===== config.mk =====
export PLATFORM = sky130hd
export DESIGN_NAME = tcu_top
export DESIGN_NICKNAME = d
export VERILOG_FILES = /design/src/rtl/tcu_pkg.sv /design/src/rtl/tcu_sync_edge.sv /design/src/rtl/tcu_cfg_regs.sv /design/src/rtl/tcu_count_fsm.sv /design/src/rtl/tcu_out_drv.sv /design/src/rtl/tcu_top.sv
export SDC_FILE = /design/constraint.sdc
export NUM_CORES = 1
export LEC_CHECK = 0
export BUFFER_PORTS_ARGS = -buffer_cell sky130_fd_sc_hd__buf_2
export CORE_ASPECT_RATIO = 1.25
export CORE_UTILIZATION = 50
export CTS_BUF_LIST = sky130_fd_sc_hd__clkbuf_2 sky130_fd_sc_hd__clkbuf_4 sky130_fd_sc_hd__clkbuf_8
export CTS_CLUSTER_SIZE = 24
export DETAILED_ROUTE_END_ITERATION = 7
export PLACE_DENSITY = 0.76
export SYNTH_ARGS = -nofsm -noshare
export SYNTH_HDL_FRONTEND = slang
export SYNTH_HIERARCHICAL = 1
export SYNTH_SLANG_ARGS = --single-unit
export TNS_END_PERCENT = 5

===== constraint.sdc =====
create_clock -name clk -period 1.65 [get_ports clk]
set_input_delay 0.33 -clock clk [delete_from_list [all_inputs] [get_ports clk]]
set_output_delay 0.33 -clock clk [all_outputs]
set_load 0.02 [all_outputs]

===== src/rtl/tcu_pkg.sv =====
package tcu_pkg;

    typedef enum logic {
        CS_ARMED  = 1'b0,
        CS_HALTED = 1'b1
    } cnt_state_e;

    typedef enum logic [1:0] {
        OM_PULSE_LO = 2'd0,
        OM_PULSE_HI = 2'd1,
        OM_TOGGLE   = 2'd2,
        OM_RESERVED = 2'd3
    } out_mode_e;

    localparam logic [1:0] SEL_CTRL   = 2'd0;
    localparam logic [1:0] SEL_COUNT  = 2'd1;
    localparam logic [1:0] SEL_RELOAD = 2'd2;
    localparam logic [1:0] SEL_STATUS = 2'd3;

    localparam int CB_POL    = 0;
    localparam int CB_MODE   = 1;
    localparam int CB_REARM  = 3;
    localparam int CB_IRQEN  = 4;
    localparam int CTRL_W    = 5;

endpackage


===== src/rtl/tcu_sync_edge.sv =====
module tcu_sync_edge #(
    parameter int STAGES = 2
) (
    input  logic clk,
    input  logic rst_n,
    input  logic raw_in,
    input  logic pol_rise,
    output logic evt
);
    logic stage_q [STAGES];
    logic prev_q;
    logic synced;

    for (genvar g = 0; g < STAGES; g++) begin : g_stage
        if (g == 0) begin : g_first
            always_ff @(posedge clk) begin
                if (!rst_n) stage_q[g] <= 1'b1;
                else        stage_q[g] <= raw_in;
            end
        end else begin : g_next
            always_ff @(posedge clk) begin
                if (!rst_n) stage_q[g] <= 1'b1;
                else        stage_q[g] <= stage_q[g-1];
            end
        end
    end

    assign synced = stage_q[STAGES-1];

    always_ff @(posedge clk) begin
        if (!rst_n) prev_q <= 1'b1;
        else        prev_q <= synced;
    end

    always_comb begin
        if (pol_rise) evt = synced & ~prev_q;
        else          evt = ~synced & prev_q;
    end


    evt_spacing_chk: assert property (@(posedge clk) disable iff (!rst_n)
        evt |=> !evt);

endmodule


===== src/rtl/tcu_cfg_regs.sv =====
module tcu_cfg_regs
    import tcu_pkg::*;
#(
    parameter int WD_W  = 16,
    parameter int CNT_W = 8
) (
    input  logic              clk,
    input  logic              rst_n,
    input  logic              wr,
    input  logic [1:0]        sel,
    input  logic [WD_W-1:0]   wdata,
    output logic [CTRL_W-1:0] ctrl_q,
    output logic [CNT_W-1:0]  reload_q,
    output logic              pol_rise,
    output out_mode_e         mode,
    output logic              rearm_en,
    output logic              irq_en,
    output logic              cnt_wr,
    output logic              clr_wr
);
    always_ff @(posedge clk) begin
        if (!rst_n) begin
            ctrl_q   <= '0;
            reload_q <= '0;
        end else if (wr) begin
            if (sel == SEL_CTRL)   ctrl_q   <= wdata[CTRL_W-1:0];
            if (sel == SEL_RELOAD) reload_q <= wdata[CNT_W-1:0];
        end
    end

    assign pol_rise = ctrl_q[CB_POL];
    assign mode     = out_mode_e'(ctrl_q[CB_MODE +: 2]);
    assign rearm_en = ctrl_q[CB_REARM];
    assign irq_en   = ctrl_q[CB_IRQEN];
    assign cnt_wr   = wr && (sel == SEL_COUNT);
    assign clr_wr   = wr && (sel == SEL_STATUS) && wdata[0];


    ctrl_hold_chk: assert property (@(posedge clk) disable iff (!rst_n)
        !(wr && sel == SEL_CTRL) |=> $stable(ctrl_q));

endmodule


===== src/rtl/tcu_count_fsm.sv =====
module tcu_count_fsm
    import tcu_pkg::*;
#(
    parameter int CNT_W = 8
) (
    input  logic             clk,
    input  logic             rst_n,
    input  logic             evt,
    input  logic             cnt_wr,
    input  logic [CNT_W-1:0] cnt_wdata,
    input  logic             clr_wr,
    input  logic             rearm_en,
    input  logic [CNT_W-1:0] reload,
    output logic [CNT_W-1:0] count_q,
    output logic             final_flag,
    output logic             final_hit
);
    cnt_state_e       state_q, state_n;
    logic [CNT_W-1:0] count_n;
    logic             flag_q, flag_n;

    always_ff @(posedge clk) begin
        if (!rst_n) begin
            state_q <= CS_ARMED;
            count_q <= '0;
            flag_q  <= 1'b0;
        end else begin
            state_q <= state_n;
            count_q <= count_n;
            flag_q  <= flag_n;
        end
    end

    always_comb begin
        state_n   = state_q;
        count_n   = count_q;
        final_hit = 1'b0;
        if (cnt_wr) begin
            count_n = cnt_wdata;
            state_n = CS_ARMED;
        end else begin
            unique case (state_q)
                CS_ARMED: begin
                    if (evt) begin
                        if (count_q != '0) begin
                            count_n = count_q - 1'b1;
                        end else begin
                            final_hit = 1'b1;
                            if (rearm_en) count_n = reload;
                            else          state_n = CS_HALTED;
                        end
                    end
                end
                CS_HALTED: begin
                    state_n = CS_HALTED;
                end
                default: state_n = CS_ARMED;
            endcase
        end
        if (final_hit)   flag_n = 1'b1;
        else if (clr_wr) flag_n = 1'b0;
        else             flag_n = flag_q;
    end

    assign final_flag = flag_q;


    dec_step_chk: assert property (@(posedge clk) disable iff (!rst_n)
        (state_q == CS_ARMED && evt && !cnt_wr && count_q != '0)
        |=> count_q == $past(count_q) - 1'b1);


    no_wrap_chk: assert property (@(posedge clk) disable iff (!rst_n)
        (state_q == CS_ARMED && evt && !cnt_wr && count_q == '0 && !rearm_en)
        |=> (count_q == '0 && state_q == CS_HALTED));


    halt_hold_chk: assert property (@(posedge clk) disable iff (!rst_n)
        (state_q == CS_HALTED && !cnt_wr) |=> ($stable(count_q) && $stable(state_q)));


    reload_chk: assert property (@(posedge clk) disable iff (!rst_n)
        (final_hit && rearm_en) |=> (count_q == $past(reload) && state_q == CS_ARMED));


    flag_set_chk: assert property (@(posedge clk) disable iff (!rst_n)
        final_hit |=> final_flag);


    wr_wins_chk: assert property (@(posedge clk) disable iff (!rst_n)
        cnt_wr |=> count_q == $past(cnt_wdata));

endmodule


===== src/rtl/tcu_out_drv.sv =====
module tcu_out_drv
    import tcu_pkg::*;
(
    input  logic      clk,
    input  logic      rst_n,
    input  out_mode_e mode,
    input  logic      final_hit,
    output logic      trig_out
);
    logic pulse_q;
    logic tog_q;

    always_ff @(posedge clk) begin
        if (!rst_n) begin
            pulse_q <= 1'b0;
            tog_q   <= 1'b0;
        end else begin
            pulse_q <= final_hit && (mode != OM_TOGGLE);
            if (final_hit && mode == OM_TOGGLE) tog_q <= ~tog_q;
        end
    end

    always_comb begin
        unique case (mode)
            OM_PULSE_LO: trig_out = ~pulse_q;
            OM_PULSE_HI: trig_out = pulse_q;
            OM_TOGGLE:   trig_out = tog_q;
            OM_RESERVED: trig_out = ~pulse_q;
            default:     trig_out = ~pulse_q;
        endcase
    end


    pulse_once_chk: assert property (@(posedge clk) disable iff (!rst_n)
        (mode == OM_PULSE_HI && trig_out) |=> (!trig_out || mode != OM_PULSE_HI));


    toggle_hold_chk: assert property (@(posedge clk) disable iff (!rst_n)
        (mode == OM_TOGGLE && !final_hit) |=> ($stable(trig_out) || mode != OM_TOGGLE));

endmodule


===== src/rtl/tcu_top.sv =====
module tcu_top
    import tcu_pkg::*;
#(
    parameter int WD_W        = 16,
    parameter int CNT_W       = 8,
    parameter int SYNC_STAGES = 2
) (
    input  logic            clk,
    input  logic            rst_n,
    input  logic            cfg_wr,
    input  logic [1:0]      cfg_sel,
    input  logic [WD_W-1:0] cfg_wdata,
    output logic [WD_W-1:0] cfg_rdata,
    input  logic            trig_in,
    output logic            trig_out,
    output logic            final_flag,
    output logic            dbg_irq
);
    localparam int CTRL_PAD = WD_W - CTRL_W;
    localparam int CNT_PAD  = WD_W - CNT_W;

    logic [CTRL_W-1:0] ctrl_q;
    logic [CNT_W-1:0]  reload_q;
    logic [CNT_W-1:0]  count_q;
    logic              pol_rise, rearm_en, irq_en, cnt_wr, clr_wr;
    logic              evt, final_hit;
    out_mode_e         mode;

    tcu_cfg_regs #(.WD_W(WD_W), .CNT_W(CNT_W)) regs_i (
        .clk(clk), .rst_n(rst_n), .wr(cfg_wr), .sel(cfg_sel), .wdata(cfg_wdata),
        .ctrl_q(ctrl_q), .reload_q(reload_q), .pol_rise(pol_rise), .mode(mode),
        .rearm_en(rearm_en), .irq_en(irq_en), .cnt_wr(cnt_wr), .clr_wr(clr_wr)
    );

    tcu_sync_edge #(.STAGES(SYNC_STAGES)) sync_i (
        .clk(clk), .rst_n(rst_n), .raw_in(trig_in), .pol_rise(pol_rise), .evt(evt)
    );

    tcu_count_fsm #(.CNT_W(CNT_W)) fsm_i (
        .clk(clk), .rst_n(rst_n), .evt(evt), .cnt_wr(cnt_wr),
        .cnt_wdata(cfg_wdata[CNT_W-1:0]), .clr_wr(clr_wr), .rearm_en(rearm_en),
        .reload(reload_q), .count_q(count_q), .final_flag(final_flag),
        .final_hit(final_hit)
    );

    tcu_out_drv drv_i (
        .clk(clk), .rst_n(rst_n), .mode(mode), .final_hit(final_hit),
        .trig_out(trig_out)
    );

    assign dbg_irq = final_flag & irq_en;

    always_comb begin
        unique case (cfg_sel)
            SEL_CTRL:   cfg_rdata = {{CTRL_PAD{1'b0}}, ctrl_q};
            SEL_COUNT:  cfg_rdata = {{CNT_PAD{1'b0}}, count_q};
            SEL_RELOAD: cfg_rdata = {{CNT_PAD{1'b0}}, reload_q};
            SEL_STATUS: cfg_rdata = {{(WD_W-1){1'b0}}, final_flag};
            default:    cfg_rdata = '0;
        endcase
    end


    irq_gate_chk: assert property (@(posedge clk) disable iff (!rst_n)
        dbg_irq |-> (final_flag && ctrl_q[CB_IRQEN]));

endmodule


-- Yosys cells after proc, flatten, opt, wreduce, memory -nomap -nowiden
Memory sizes are Yosys's and may differ from the RTL's.
Cells that the tools add are included.
Widths: inputs -> output; s select.
- muxes and demuxes: 22
- bitwise operators: 11
- add/sub/neg operators: 1
- equality and inequality tests: 8
- reductions and logical operators: 16
- operator list (kind ; number):
    $pmux 16 s4 ; 1
    $mux 8 ; 5
    $mux 1 ; 14
    $eq 2x2->1 const B ; 4
    $reduce_bool 8->1 ; 1
    $sub 8x1->8 const B ; 1
    $not 1->1 ; 6
    $logic_and 1x1->1 ; 5
    $eq 2x1->1 const B ; 2
    $logic_not 2->1 ; 2
    $ne 2x2->1 const B ; 2
    $reduce_and 2->1 ; 2
    $reduce_bool 2->1 ; 2
    $reduce_or 2->1 ; 2
    $and 1x1->1 ; 3
    $pmux 1 s3 ; 1
    $reduce_and 3->1 ; 1
    $reduce_bool 3->1 ; 1
    $or 1x1->1 ; 2
    $pmux 1 s2 ; 1
- memories kept: 1
- input bits: 22
- flip-flop bits (word level): 26
- logic and storage cells: 67
- output and inout port bits: 19
- bits in writable memories: 2
- memory list (memory ; words ; width ; rd ports ; clocked after Yosys merged registers in ; write ports ; RTL line ; RTL):
    sync_i.stage_q ; 2 ; 1 ; 2 ; 0 ; 2 ; tcu_sync_edge.sv:10 ; logic stage_q [STAGES];

-- Logic depth before layout (Yosys ltp)
Gate-level depths: netlist of run 1.
- depth after elaboration: 7
- gate-level depth with buffers: 7
- depth with buffers taken out: 7

-- Hierarchy
The synthesis of run 1 kept the hierarchy.
- by module, submodules not included (module ; area each (um2) ; instances ; seq. area each (um2) ; cells each):
    tcu_count_fsm ; 730.7 ; 1 ; 200.2 ; 96
    tcu_cfg_regs ; 570.5 ; 1 ; 260.2 ; 61
    tcu_top ; 224.0 ; 1 ; 0.0 ; 26
    tcu_out_drv ; 130.1 ; 1 ; 40.0 ; 16
    tcu_sync_edge ; 101.3 ; 1 ; 60.1 ; 9

-- Worst setup path after synthesis of run 1
No wires, ideal clock.
- path type: register to register
- from: reg fsm_i.count_q[0]
- to: reg drv_i.tog_q
- stages on the path, launching flop included: 8
- data arrival time: 1.667 ns
- setup slack: -0.132 ns
- cells stage by stage: dfxtp_1 inv_1 ha_1 nor3b_1 nand2_1 nor3_1 a21boi_0 o21a_1
- longest elaborated chain between the ends: 6
- ends and longest elaborated chain (item ; RTL line ; RTL):
    from (decl) ; tcu_count_fsm.sv:14 ; output logic [CNT_W-1:0] count_q,
    from (signal assigned) ; tcu_count_fsm.sv:29 ; count_q <= count_n;
    $reduce_bool 8->1 ; tcu_count_fsm.sv:45 ; if (count_q != '0) begin
    $mux 1 ; tcu_count_fsm.sv:45 ;
    $mux 1 ; tcu_count_fsm.sv:44 ; if (evt) begin
    $mux 1 ; tcu_count_fsm.sv:42 ; unique case (state_q)
    $mux 1 ; tcu_count_fsm.sv:38 ; if (cnt_wr) begin
    via final_hit ; tcu_top.sv:26 ; logic evt, final_hit;
    $logic_and 1x1->1 ; tcu_out_drv.sv:19 ; if (final_hit && mode == OM_TOGGLE) tog_q <= ~tog_q;
    to (signal assigned) ; tcu_out_drv.sv:19 ;
    to (decl) ; tcu_out_drv.sv:11 ; logic tog_q;
The timed path passes the listed nets, and every way through them passes these cells.
A chain may end at the register's enable or synchronous reset.

-- Worst setup path after layout of run 1
- from: reg fsm_i.count_q[0]
- to: out cfg_rdata[0]
- longest elaborated chain between the ends: 1
- ends and longest elaborated chain (item ; RTL line ; RTL):
    $pmux 16 s4 ; tcu_top.sv:54 ; unique case (cfg_sel)
    to (decl) ; tcu_top.sv:13 ; output logic [WD_W-1:0] cfg_rdata,
No other way between the ends. The select of a mux whose other input is x is not followed.

==> summary.txt, run 1 <==
status -> finished with violations
failing checks -> negative setup slack
Tcrit/Tclk final -> 102%
Rows -> 23
CP Capture Type -> primary output
Clock Sinks -> 28
Leak Pwr -> 0.000917 uW
critical path's slowest cell -> mux4_2
Synth Area in Simple Gates -> 23.7%
synth warn -> 6
Combinational Power Share -> 36.8%
initial antenna violation count -> 0
global-route wire length before repair -> 7010 um
PortBufs -> 24
Fill cells -> 281
switching power -> 610 uW
arrival time worst endpoint -> 1.35 ns
Worst EP required -> 1.32 ns
Setup violations, final -> 3
XOR/XNOR share of the synthesized area -> 1.50%
final hold viol count -> 0
Seq/Total Area, Yosys -> 31.9%
share of cells above drive strength 1 -> 34.5%
final std cells w/o fill -> 286
clk buf depth -> 2
Synth Register Bits -> 28
routed wire length -> 4430 um
startpoint type of the worst setup path -> flop
Reg power frac -> 40.2%
detailed placement HPWL -> 3160 um
Post-Syn Area -> 0.00176 mm^2
Clk pwr share -> 23.0%
RSZ-0062 raised after global routing -> yes
Post-Synth Adder-Cell Area -> 2.85%
clk slew on worst S/H paths -> 0.10 ns
switch share -> 32.7%
initial core utilization -> 53.5%
Die Ht -> 68.3 um
Remaining DRCs -> 0
core area -> 0.00328 mm^2
routability cong. -> 0.891
vias per inst -> 5.59
GRT Residual Overflow -> 0
pwr/cell area -> 844 mW/mm^2
CTS Buf Count -> 3
Synth area leaders -> dfxtp_1 32%, mux2i_1 9.7%, nand2_1 7.5%
max-slew violations -> 0
Critical Path Max Stage Delay -> 0.47 ns
# hold bufs at CTS -> 0
GR Util All Layers -> 26.0%
clk_lat worst skew -> 0.27 ns
largest family of logic cells by synthesized area -> simple AND/OR/NAND/NOR gates
Die Wd -> 55.0 um
count of different cell masters after synthesis -> 46
die area -> 0.00376 mm^2
DR pass1 iterations -> 4
maxcap violations -> 0
Final Critical Period -> 1.68 ns
Int Pwr -> 1250 uW
number of synthesized flops with an enable pin -> 0
Iter 0 DRT Violations -> 78
cell count after placement -> 282
pin count of the biggest net entering global routing -> 35
Synth Flop Type -> dfxtp_1
Routed Antenna Nets -> 0
worst vdd ir -> 558 uV
Synth Area per Inst -> 8.45 um^2
Setup TNS Final -> -0.0689 ns
vias in the first global route -> 1,485
Setup WS post-layout -> -0.0315 ns
top cell type's share of synthesized area -> 31.9%
Most common cell on crit path -> buf_6
area of the multi-input gates -> 0.00114 mm^2
Final Skew -> 0.00657 ns
Gate Count Post-Synth -> 208
TritonCTS clock tree -> done
Hold Path Class -> in2reg
Vias -> 1,598
fmax -> 595 MHz
clock root cell -> clkbuf_8
synthesis-to-layout area growth -> 25.6%
H-tree depth reported by CTS -> 1
critical-path cell list -> buf_6 -> mux4_2 -> buf_6
Top delay family on crit path -> multiplexers
area fraction in compound gates after synthesis -> 18.6%
area leader, netlist -> dfxtp_1
worst path bufs/invs -> 2
Final #Nets -> 276
register area -> 569 um^2
CP Class -> reg2out
total power -> 1860 uW
crit-path max FO -> 5
IO Pins -> 41
ys async rst share -> 0%
mux contribution to synthesized area -> 11.0%
drt wl/cell -> 15.5 um
Diodes inserted -> 0
power by group through the flow:
| stage | logic (uW) | clock network (uW) | registers [uW] |
|---|---|---|---|
| finish | 685 | 428 | 749 |
| global route | 750 | 467 | 753 |
| CTS | 614 | 440 | 744 |
| detailed placement | 603 | 0 | 759 |
| global placement | 595 | 0 | 757 |
| floorplan | 399 | 0 | 763 |
cell type report:
cell class / count / area share [%]
well taps: 37 / 2.10
flip-flops and latches: 28 / 25.8
inverters: 8 / 1.47
clock buffers: 4 / 2.50
multi-input cells: 157 / 51.8
repair buffers: 52 / 16.3
flip-flops by register name, summed over array words and instances, names as in the netlist:
register,flops
fsm_i/final_flag,1
drv_i/pulse_q,1
drv_i/tog_q,1
sync_i/prev_q,1
regs_i/reload_q,8
sync_i/stage_q,2
fsm_i/count_q,8
fsm_i/state_q,1
regs_i/ctrl_q,5
worst reg2reg max path, delay by kind of cell, from the launching register on:
kind	cells	cell delay (ns)
compound gates	2	0.65
flops	1	0.34
simple gates	1	0.60
metal layers:
| metal | GRT usage [%] | part of all wire (%) | wire, um | up-vias |
|---|---|---|---|---|
| li1 | - | - | - | 798 |
| met1 | 34.1 | 43 | 1910 | 749 |
| met2 | 42.2 | 52 | 2280 | 47 |
| met3 | 3.56 | 4.3 | 189 | 4 |
| met4 | 10.3 | 1.0 | 45 | 0 |
| met5 | 0 | 0 | 0 | - |
cell usage in the layout (no fill, tap or decap), types with 5 or more instances in the layout:
cell      instances
a21oi_1           6
buf_2            22
buf_4            26
conb_1            8
dfxtp_1          23
inv_1             5
mux2i_1          17
nand2_1          34
nand2b_1          6
nor2b_1           6
o21a_1            5
o21ai_0           5
logic make-up (layout without fill, tap and decap cells):
family	Yosys count	after routing
fa+ha+maj	4	4
buf+inv	30	64
compound gates	44	44
other cells	1	8
mux	18	18
flops	28	28
xor+xnor	3	3
simple gates	80	80
what timing repair did:
action / CTS / global route
setup buffers: 0 / 0
setup endpoints to repair: 6 / 14
gates resized for setup: 7 / 27
pin swaps: 1 / 3
cloned: 0 / 0
through the flow:
step	area [um^2]	worst slack [ns]	hold slack, ns	utilization, %
after CTS	2100	-0.0846	0.228	64.1
after global routing	2210	-0.0665	0.222	67.2
after detailed placement	2040	-0.0748	0.396	62.1
after floorplan	1800	-0.0196	0.386	-
after global placement	2040	-0.0446	0.401	62.1
final	2210	-0.0315	0.229	67.2
worst paths after layout:
kind / start / to / slack [ns] / cells after the start
min: trig_in / sync_i/stage_q[0] / 0.23 / 2
min reg2reg: sync_i/stage_q[0] / sync_i/stage_q[1] / 0.42 / 1
max reg2reg: fsm_i/count_q[5] / fsm_i/count_q[7] / -0.01 / 3
max: fsm_i/count_q[0] / cfg_rdata[0] / -0.03 / 3
Yosys cell counts, drive strengths merged (3+ instances only):
cell type  number
a21oi           7
a22o            3
dfxtp          28
clkbuf          3
nand3           4
nand2          35
and2            3
o21a            5
ha              4
o31ai           3
o21ai           7
nand2b          8
mux2i          17
o2bb2ai         4
nor3b           4
nor2            7
inv             8
buf            19
nor2b           6
a31oi           3
(Power assumes the default switching activity.)
==> run 2, diff against run 1 <==
Settings changed: ABC_AREA set to 1, CORE_UTILIZATION 50 to 51.
==> summary.txt, run 2 <==
PortBufs -> 24 (unchanged)
FF-to-FF path depth -> 10 (was 3)
clk buf depth -> 2 (unchanged)
worst r2r src -> fsm_i/count_q[1] (was fsm_i/count_q[5])
Die Wd -> 57.2 um (was 55.0 um)
area leader, netlist -> dfxtp_1 (unchanged)
number of synthesized flops with an enable pin -> 0 (unchanged)
Synth area leaders -> dfxtp_1 29%, nand2_1 20%, nor2_1 11% (was dfxtp_1 32%, mux2i_1 9.7%, nand2_1 7.5%)
Final Critical Period -> 1.64 ns (was 1.68 ns)
Vias -> 1,892 (was 1,598)
synth cell count leaders -> 105 x nand2_1, 56 x nor2_1, 51 x inv_1 (was 35 x nand2_1, 28 x dfxtp_1, 17 x mux2i_1)
die area -> 0.00406 mm^2 (was 0.00376 mm^2)
Int Pwr -> 1300 uW (was 1250 uW)
count of different cell masters after synthesis -> 26 (was 46)
RSZ-0062 raised after global routing -> yes (unchanged)
share of cells above drive strength 1 -> 17.1% (was 34.5%)
Clk pwr share -> 27.5% (was 23.0%)
arrival time worst endpoint -> 1.31 ns (was 1.35 ns)
hold depth -> 3 (was 2)
H-tree depth reported by CTS -> 1 (unchanged)
synth warn -> 6 (unchanged)
most common cell after layout, fill and taps aside -> nand2_1 (unchanged)
Final #Nets -> 383 (was 276)
Post-CTS Setup Bufs -> 0 (unchanged)
global-route wire length before repair -> 7280 um (was 7010 um)
worst vdd ir -> 483 uV (was 558 uV)
pwr/cell area -> 917 mW/mm^2 (was 844 mW/mm^2)
Setup violations, final -> 0 (was 3)
TritonCTS clock tree -> done (unchanged)
met1 usage -> 29.0% (was 34.1%)
GRT Residual Overflow -> 0 (unchanged)
Routed Antenna Nets -> 0 (unchanged)
detailed placement HPWL -> 3540 um (was 3160 um)
CP Capture Type -> primary output (unchanged)
GR Util All Layers -> 22.7% (was 26.0%)
clock root cell -> clkbuf_8 (unchanged)
Top Registers -> fsm_i/count_q: 8 flops, regs_i/reload_q: 8 flops, regs_i/ctrl_q: 5 flops (unchanged)
most frequent cells in the layout -> 105 x nand2_1, 54 x nor2_1, 51 x inv_1 (was 34 x nand2_1, 26 x buf_4, 23 x dfxtp_1)
Final Skew -> 0.000918 ns (was 0.00657 ns)
routability cong. -> 0.918 (was 0.891)
Clock Sinks -> 28 (unchanged)
Remaining DRCs -> 2 (was 0)
Seq/Total Area, Yosys -> 28.9% (was 31.9%)
pin count of the biggest net entering global routing -> 17 (was 35)
drt wl/cell -> 11.2 um (was 15.5 um)
Diodes inserted -> 0 (unchanged)
maxcap violations -> 0 (unchanged)
Setup TNS Final -> 0 ns (was -0.0689 ns)
CP Class -> reg2out (unchanged)
switching power -> 697 uW (was 610 uW)
RR Endpoint -> fsm_i/count_q[4] (was fsm_i/count_q[7])
vias in the first global route -> 1,706 (was 1,485)
worst hold path startpoint -> trig_in (unchanged)
count leader, synth -> nand2_1 (unchanged)
Rows -> 24 (was 23)
Iter 0 DRT Violations -> 72 (was 78)
Post-Syn Area -> 0.00194 mm^2 (was 0.00176 mm^2)
Synth Register Bits -> 28 (unchanged)
vias per inst -> 4.79 (was 5.59)
Combinational Power Share -> 34.2% (was 36.8%)
Die Ht -> 71.0 um (was 68.3 um)
initial core utilization -> 54.3% (was 53.5%)
synthesis-to-layout area growth -> 12.0% (was 25.6%)
WHS Endpoint -> sync_i/stage_q[0] (unchanged)
crit-path max FO -> 4 (was 5)
met2 GRT Util -> 38.8% (was 42.2%)
met3 Use GR -> 3.11% (was 3.56%)
top cell type's share of synthesized area -> 28.9% (was 31.9%)
clk_lat worst skew -> 0.27 ns (about the same)
Hold Path Class -> in2reg (unchanged)
core area -> 0.00357 mm^2 (was 0.00328 mm^2)
status -> finished with violations (unchanged)
final hold viol count -> 0 (unchanged)
Worst EP required -> 1.32 ns (about the same)
busiest grt layer -> met2 (unchanged)
Fill cells -> 363 (was 281)
Synth Area per Inst -> 5.94 um^2 (was 8.45 um^2)
Reg power frac -> 38.4% (was 40.2%)
Gate Count Post-Synth -> 327 (was 208)
clk slew on worst S/H paths -> 0.10 ns (about the same)
switch share -> 34.9% (was 32.7%)
Leak Pwr -> 0.00119 uW (was 0.000917 uW)
Worst R2R Setup Slack -> 0.16 ns (was -0.01 ns)
pre-CTS setup slack -> -0.269 ns (was -0.0748 ns)
Tcrit/Tclk final -> 99.3% (was 102%)
max-slew violations -> 0 (unchanged)
Synth Flop Type -> dfxtp_1 (unchanged)
CTS Buf Count -> 3 (unchanged)
IO Pins -> 41 (unchanged)
DR pass1 iterations -> 6 (was 4)
initial antenna violation count -> 0 (unchanged)
routed wire length -> 4440 um (was 4430 um)
startpoint type of the worst setup path -> flop (unchanged)
ys async rst share -> 0% (unchanged)
Setup WS post-layout -> 0.0111 ns (was -0.0315 ns)
failing checks -> design-rule violations (was negative setup slack)
fmax -> 610 MHz (was 595 MHz)
[run 2: worst max-delay path: stages (launching register included)]
cell and delay [ns]:
dfxtp_2 0.37, inv_1 0.05, ha_2 0.29, nand2_1 0.05
nand2_1 0.05, nand2_1 0.04, nand2_1 0.07, buf_6 0.11
[run 2: how the worst max path moves through the flow]
| stage | from | endpoint | slack (ns) | cells after the start |
|---|---|---|---|---|
| CTS | regs_i/ctrl_q[1] | trig_out | 0.004 | 7 |
| global route | regs_i/ctrl_q[1] | trig_out | -0.07 | 7 |
| finish | regs_i/ctrl_q[1] | trig_out | 0.01 | 7 |
| detailed placement | cfg_wr | fsm_i/count_q[4] | -0.27 | 10 |
| floorplan | cfg_wr | drv_i/tog_q | 0.19 | 10 |
| global placement | cfg_wr | fsm_i/count_q[1] | -0.21 | 10 |
[run 2: layer usage]
metal	share of wire (%)	wire length, um	vias to the layer above
met5	0	0	-
met4	1.6	70	0
met3	2.9	128	4
met2	49	2170	30
met1	47	2080	838
li1	-	-	1020
[run 2: what timing repair did]
| item | CTS | global route |
|---|---|---|
| resized for setup | 2 | 6 |
| endpoints found under the hold margin | 0 | 0 |
| endpoints found under the setup margin | 4 | 11 |
| pin swaps | 0 | 1 |
| hold buffers | 0 | 0 |
[run 2: logic make-up (layout without fill, tap and decap cells)]
logic type / count (synthesis) / in the layout / share of synthesized area [%]
buffers and inverters: 70 / 92 / 17.5
other: 1 / 8 / 0.193
AND/OR/NAND/NOR: 205 / 205 / 45.5
flip-flops: 28 / 28 / 28.9
AO/OA/AOI/OAI: 18 / 18 / 4.96
adder cells (fa/ha/maj): 4 / 4 / 2.58
XOR/XNOR: 1 / 1 / 0.451
[run 2: final cells by class]
class	count	area [um^2]	area share, %
tap	39	48.8	2.24
inverter	52	195	8.97
sequential	28	563	25.9
multi-input combinational	236	1080	49.7
timing repair buffer	36	216	9.95
clock buffer	3	41.3	1.90
clock inverter	1	30.0	1.38
[run 2: power groups by stage]
stage                     Clock (uW)  Sequential [uW]  Combinational, uW
after floorplan                    0              769                523
after global placement             0              779                657
after detailed placement           0              780                665
after CTS                        560              765                669
after global routing             584              771                760
final                            548              765                681
[run 2: through the flow]
| stage | hold slack [ns] | instances | cell area, um^2 | total power [uW] | util, % |
|---|---|---|---|---|---|
| after floorplan | 0.380 | 334 | 1970 | 1290 | - |
| after global placement | 0.380 | 391 | 2080 | 1440 | 58.3 |
| after detailed placement | 0.406 | 391 | 2080 | 1450 | 58.3 |
| after CTS | 0.217 | 395 | 2160 | 1990 | 60.5 |
| after global routing | 0.217 | 395 | 2180 | 2110 | 60.9 |
| final | 0.219 | 395 | 2180 | 1990 | 60.9 |
==> run 3, diff against run 2 <==
Settings changed: CORE_UTILIZATION 51 to 57, PLACE_DENSITY 0.76 to 0.81.
Clock period 1.65 ns to 1.7 ns, I/O delays scaled along.
==> summary.txt, run 3 (synthesized netlist as in run 2, its figures left out) <==
DR pass1 iterations -> 4 (was 6)
clk buf depth -> 2 (unchanged)
Setup WS post-layout -> 0.0363 ns (was 0.0111 ns)
worst path bufs/invs -> 2 (unchanged)
H-tree depth reported by CTS -> 1 (unchanged)
Vias -> 1,897 (was 1,892)
Reg power frac -> 42.5% (was 38.4%)
pin count of the biggest net entering global routing -> 18 (was 17)
vias per inst -> 4.88 (was 4.79)
switch share -> 37.6% (was 34.9%)
most common cell after layout, fill and taps aside -> nand2_1 (unchanged)
final std cells w/o fill -> 389 (was 395)
status -> complete, no violations (was finished with violations)
die area -> 0.00365 mm^2 (was 0.00406 mm^2)
Final Skew -> 0.00220 ns (was 0.000918 ns)
detailed placement HPWL -> 3370 um (was 3540 um)
Final #Nets -> 380 (was 383)
critical-path cell list -> inv_1 -> ha_1 -> nand2_1 -> nand2_1 -> nand2_1 -> nand2_1 -> buf_2 (was inv_1 -> ha_2 -> nand2_1 -> nand2_1 -> nand2_1 -> nand2_1 -> buf_6)
total power -> 1750 uW (was 1990 uW)
CP Capture Type -> primary output (unchanged)
share of cells above drive strength 1 -> 15.3% (was 17.1%)
switching power -> 660 uW (was 697 uW)
pwr/cell area -> 832 mW/mm^2 (was 917 mW/mm^2)
cell count after placement -> 386 (was 391)
CP startpoint -> regs_i/ctrl_q[1] (unchanged)
Combinational Power Share -> 37.2% (was 34.2%)
maxcap violations -> 0 (unchanged)
startpoint type of the worst setup path -> flop (unchanged)
Hold Path Class -> in2reg (unchanged)
Tcrit/Tclk final -> 97.9%
clock root cell -> clkbuf_8 (unchanged)
global-route wire length before repair -> 7490 um (was 7280 um)
Clock Sinks -> 28 (unchanged)
Top delay family on crit path -> flip-flops (unchanged)
initial core utilization -> 60.2% (was 54.3%)
Routed Antenna Nets -> 0 (unchanged)
Placement Cell Area -> 0.00206 mm^2 (was 0.00208 mm^2)
CP Class -> reg2out (unchanged)
initial antenna violation count -> 0 (unchanged)
crit-path max FO -> 4 (unchanged)
GR Util All Layers -> 28.0% (was 22.7%)
max-slew violations -> 0 (unchanged)
synthesis-to-layout area growth -> 8.57% (was 12.0%)
Top Registers -> fsm_i/count_q: 8 flops, regs_i/reload_q: 8 flops, regs_i/ctrl_q: 5 flops (unchanged)
core area -> 0.00322 mm^2 (was 0.00357 mm^2)
register area -> 562 um^2 (was 563 um^2)
Final Critical Period -> 1.66 ns
routability cong. -> 0.821 (was 0.918)
area of the multi-input gates -> 0.00108 mm^2 (about the same)
Iter 0 DRT Violations -> 56 (was 72)
fmax -> 601 MHz
Most common cell on crit path -> nand2_1 (unchanged)
CTS Buf Count -> 3 (unchanged)
clk_lat worst skew -> 0.27 ns (about the same)
arrival time worst endpoint -> 1.32 ns (was 1.31 ns)
worst vdd ir -> 559 uV (was 483 uV)
Critical Path Max Stage Delay -> 0.38 ns (was 0.37 ns)
vias in the first global route -> 1,723 (was 1,706)
Leak Pwr -> 0.00116 uW (was 0.00119 uW)
Setup violations, final -> 0 (unchanged)
Die Ht -> 67.3 um (was 71.0 um)
Remaining DRCs -> 0 (was 2)
pre-CTS setup slack -> -0.198 ns (was -0.269 ns)
most frequent cells in the layout -> 105 x nand2_1, 55 x nor2_1, 51 x inv_1 (was 105 x nand2_1, 54 x nor2_1, 51 x inv_1)
TritonCTS clock tree -> done (unchanged)
RSZ-0062 raised after global routing -> yes (unchanged)
GRT Residual Overflow -> 0 (unchanged)
Rows -> 23 (was 24)
drt wl/cell -> 11.4 um (was 11.2 um)
Clk pwr share -> 20.3% (was 27.5%)
PortBufs -> 24 (unchanged)
Int Pwr -> 1090 uW (was 1300 uW)
critical path's slowest cell -> dfxtp_2 (unchanged)
post-route cell area -> 0.00211 mm^2 (was 0.00218 mm^2)
Fill cells -> 307 (was 363)
Finished Core Util -> 65.4% (was 60.9%)
clk slew on worst S/H paths -> 0.09 ns (was 0.10 ns)
worst r2r src -> fsm_i/count_q[1] (unchanged)
Worst R2R Setup Slack -> 0.14 ns (was 0.16 ns)
IO Pins -> 41 (unchanged)
Die Wd -> 54.2 um (was 57.2 um)
worst hold path startpoint -> trig_in (unchanged)
Diodes inserted -> 0 (unchanged)
routed wire length -> 4420 um (was 4440 um)
final hold viol count -> 0 (unchanged)
Worst EP required -> 1.36 ns (was 1.32 ns)
-- run 3: worst min-delay path, stage by stage --
cell and delay [ns]:
buf_2 0.07, inv_1 0.03, nand2_1 0.04
-- run 3: per-layer routing --
layer | vias up | GRT usage [%] | routed length, um
met5 | - | 0 | 0
li1 | 1015 | - | -
met1 | 836 | 33.5 | 1970
met4 | 0 | 11.2 | 55
met2 | 41 | 48.9 | 2220
met3 | 5 | 3.38 | 179
-- run 3: final cells by class --
cell class | count | area share, %
clock buffer | 3 | 1.96
inverter | 52 | 9.26
multi-input combinational | 236 | 51.0
sequential | 28 | 26.6
tap | 37 | 2.20
timing repair buffer | 33 | 8.90
-- run 3: final timing paths --
path / end / depth (start not counted)
setup / recovery: trig_out / 7
hold / removal: sync_i/stage_q[0] / 3
setup reg to reg: fsm_i/count_q[3] / 9
hold reg to reg: sync_i/stage_q[1] / 2
-- run 3: timing repair --
action / CTS / global route
resized for setup: 1 / 2
endpoints found under the setup margin: 1 / 10
buffers inserted: 0 / 0
hold endpoints to repair: 0 / 0
hold buffers: 0 / 0
gates cloned: 0 / 0
-- run 3: power groups by stage --
| stage | Sequential [uW] | Combinational, uW | Clock (uW) |
|---|---|---|---|
| detailed placement | 759 | 639 | 0 |
| finish | 745 | 653 | 356 |
| global placement | 757 | 624 | 0 |
| global route | 750 | 733 | 391 |
| CTS | 744 | 644 | 363 |
| floorplan | 746 | 507 | 0 |
-- run 3: per-stage QoR --
| stage | TNS [ns] | hold slack (ns) |
|---|---|---|
| 2_1_floorplan | 0 | 0.380 |
| 3_3_place_gp | -0.910 | 0.381 |
| 3_5_place_dp | -1.34 | 0.395 |
| 4_1_cts | 0 | 0.231 |
| 5_1_grt | -0.0852 | 0.231 |
| 6_report | 0 | 0.234 |
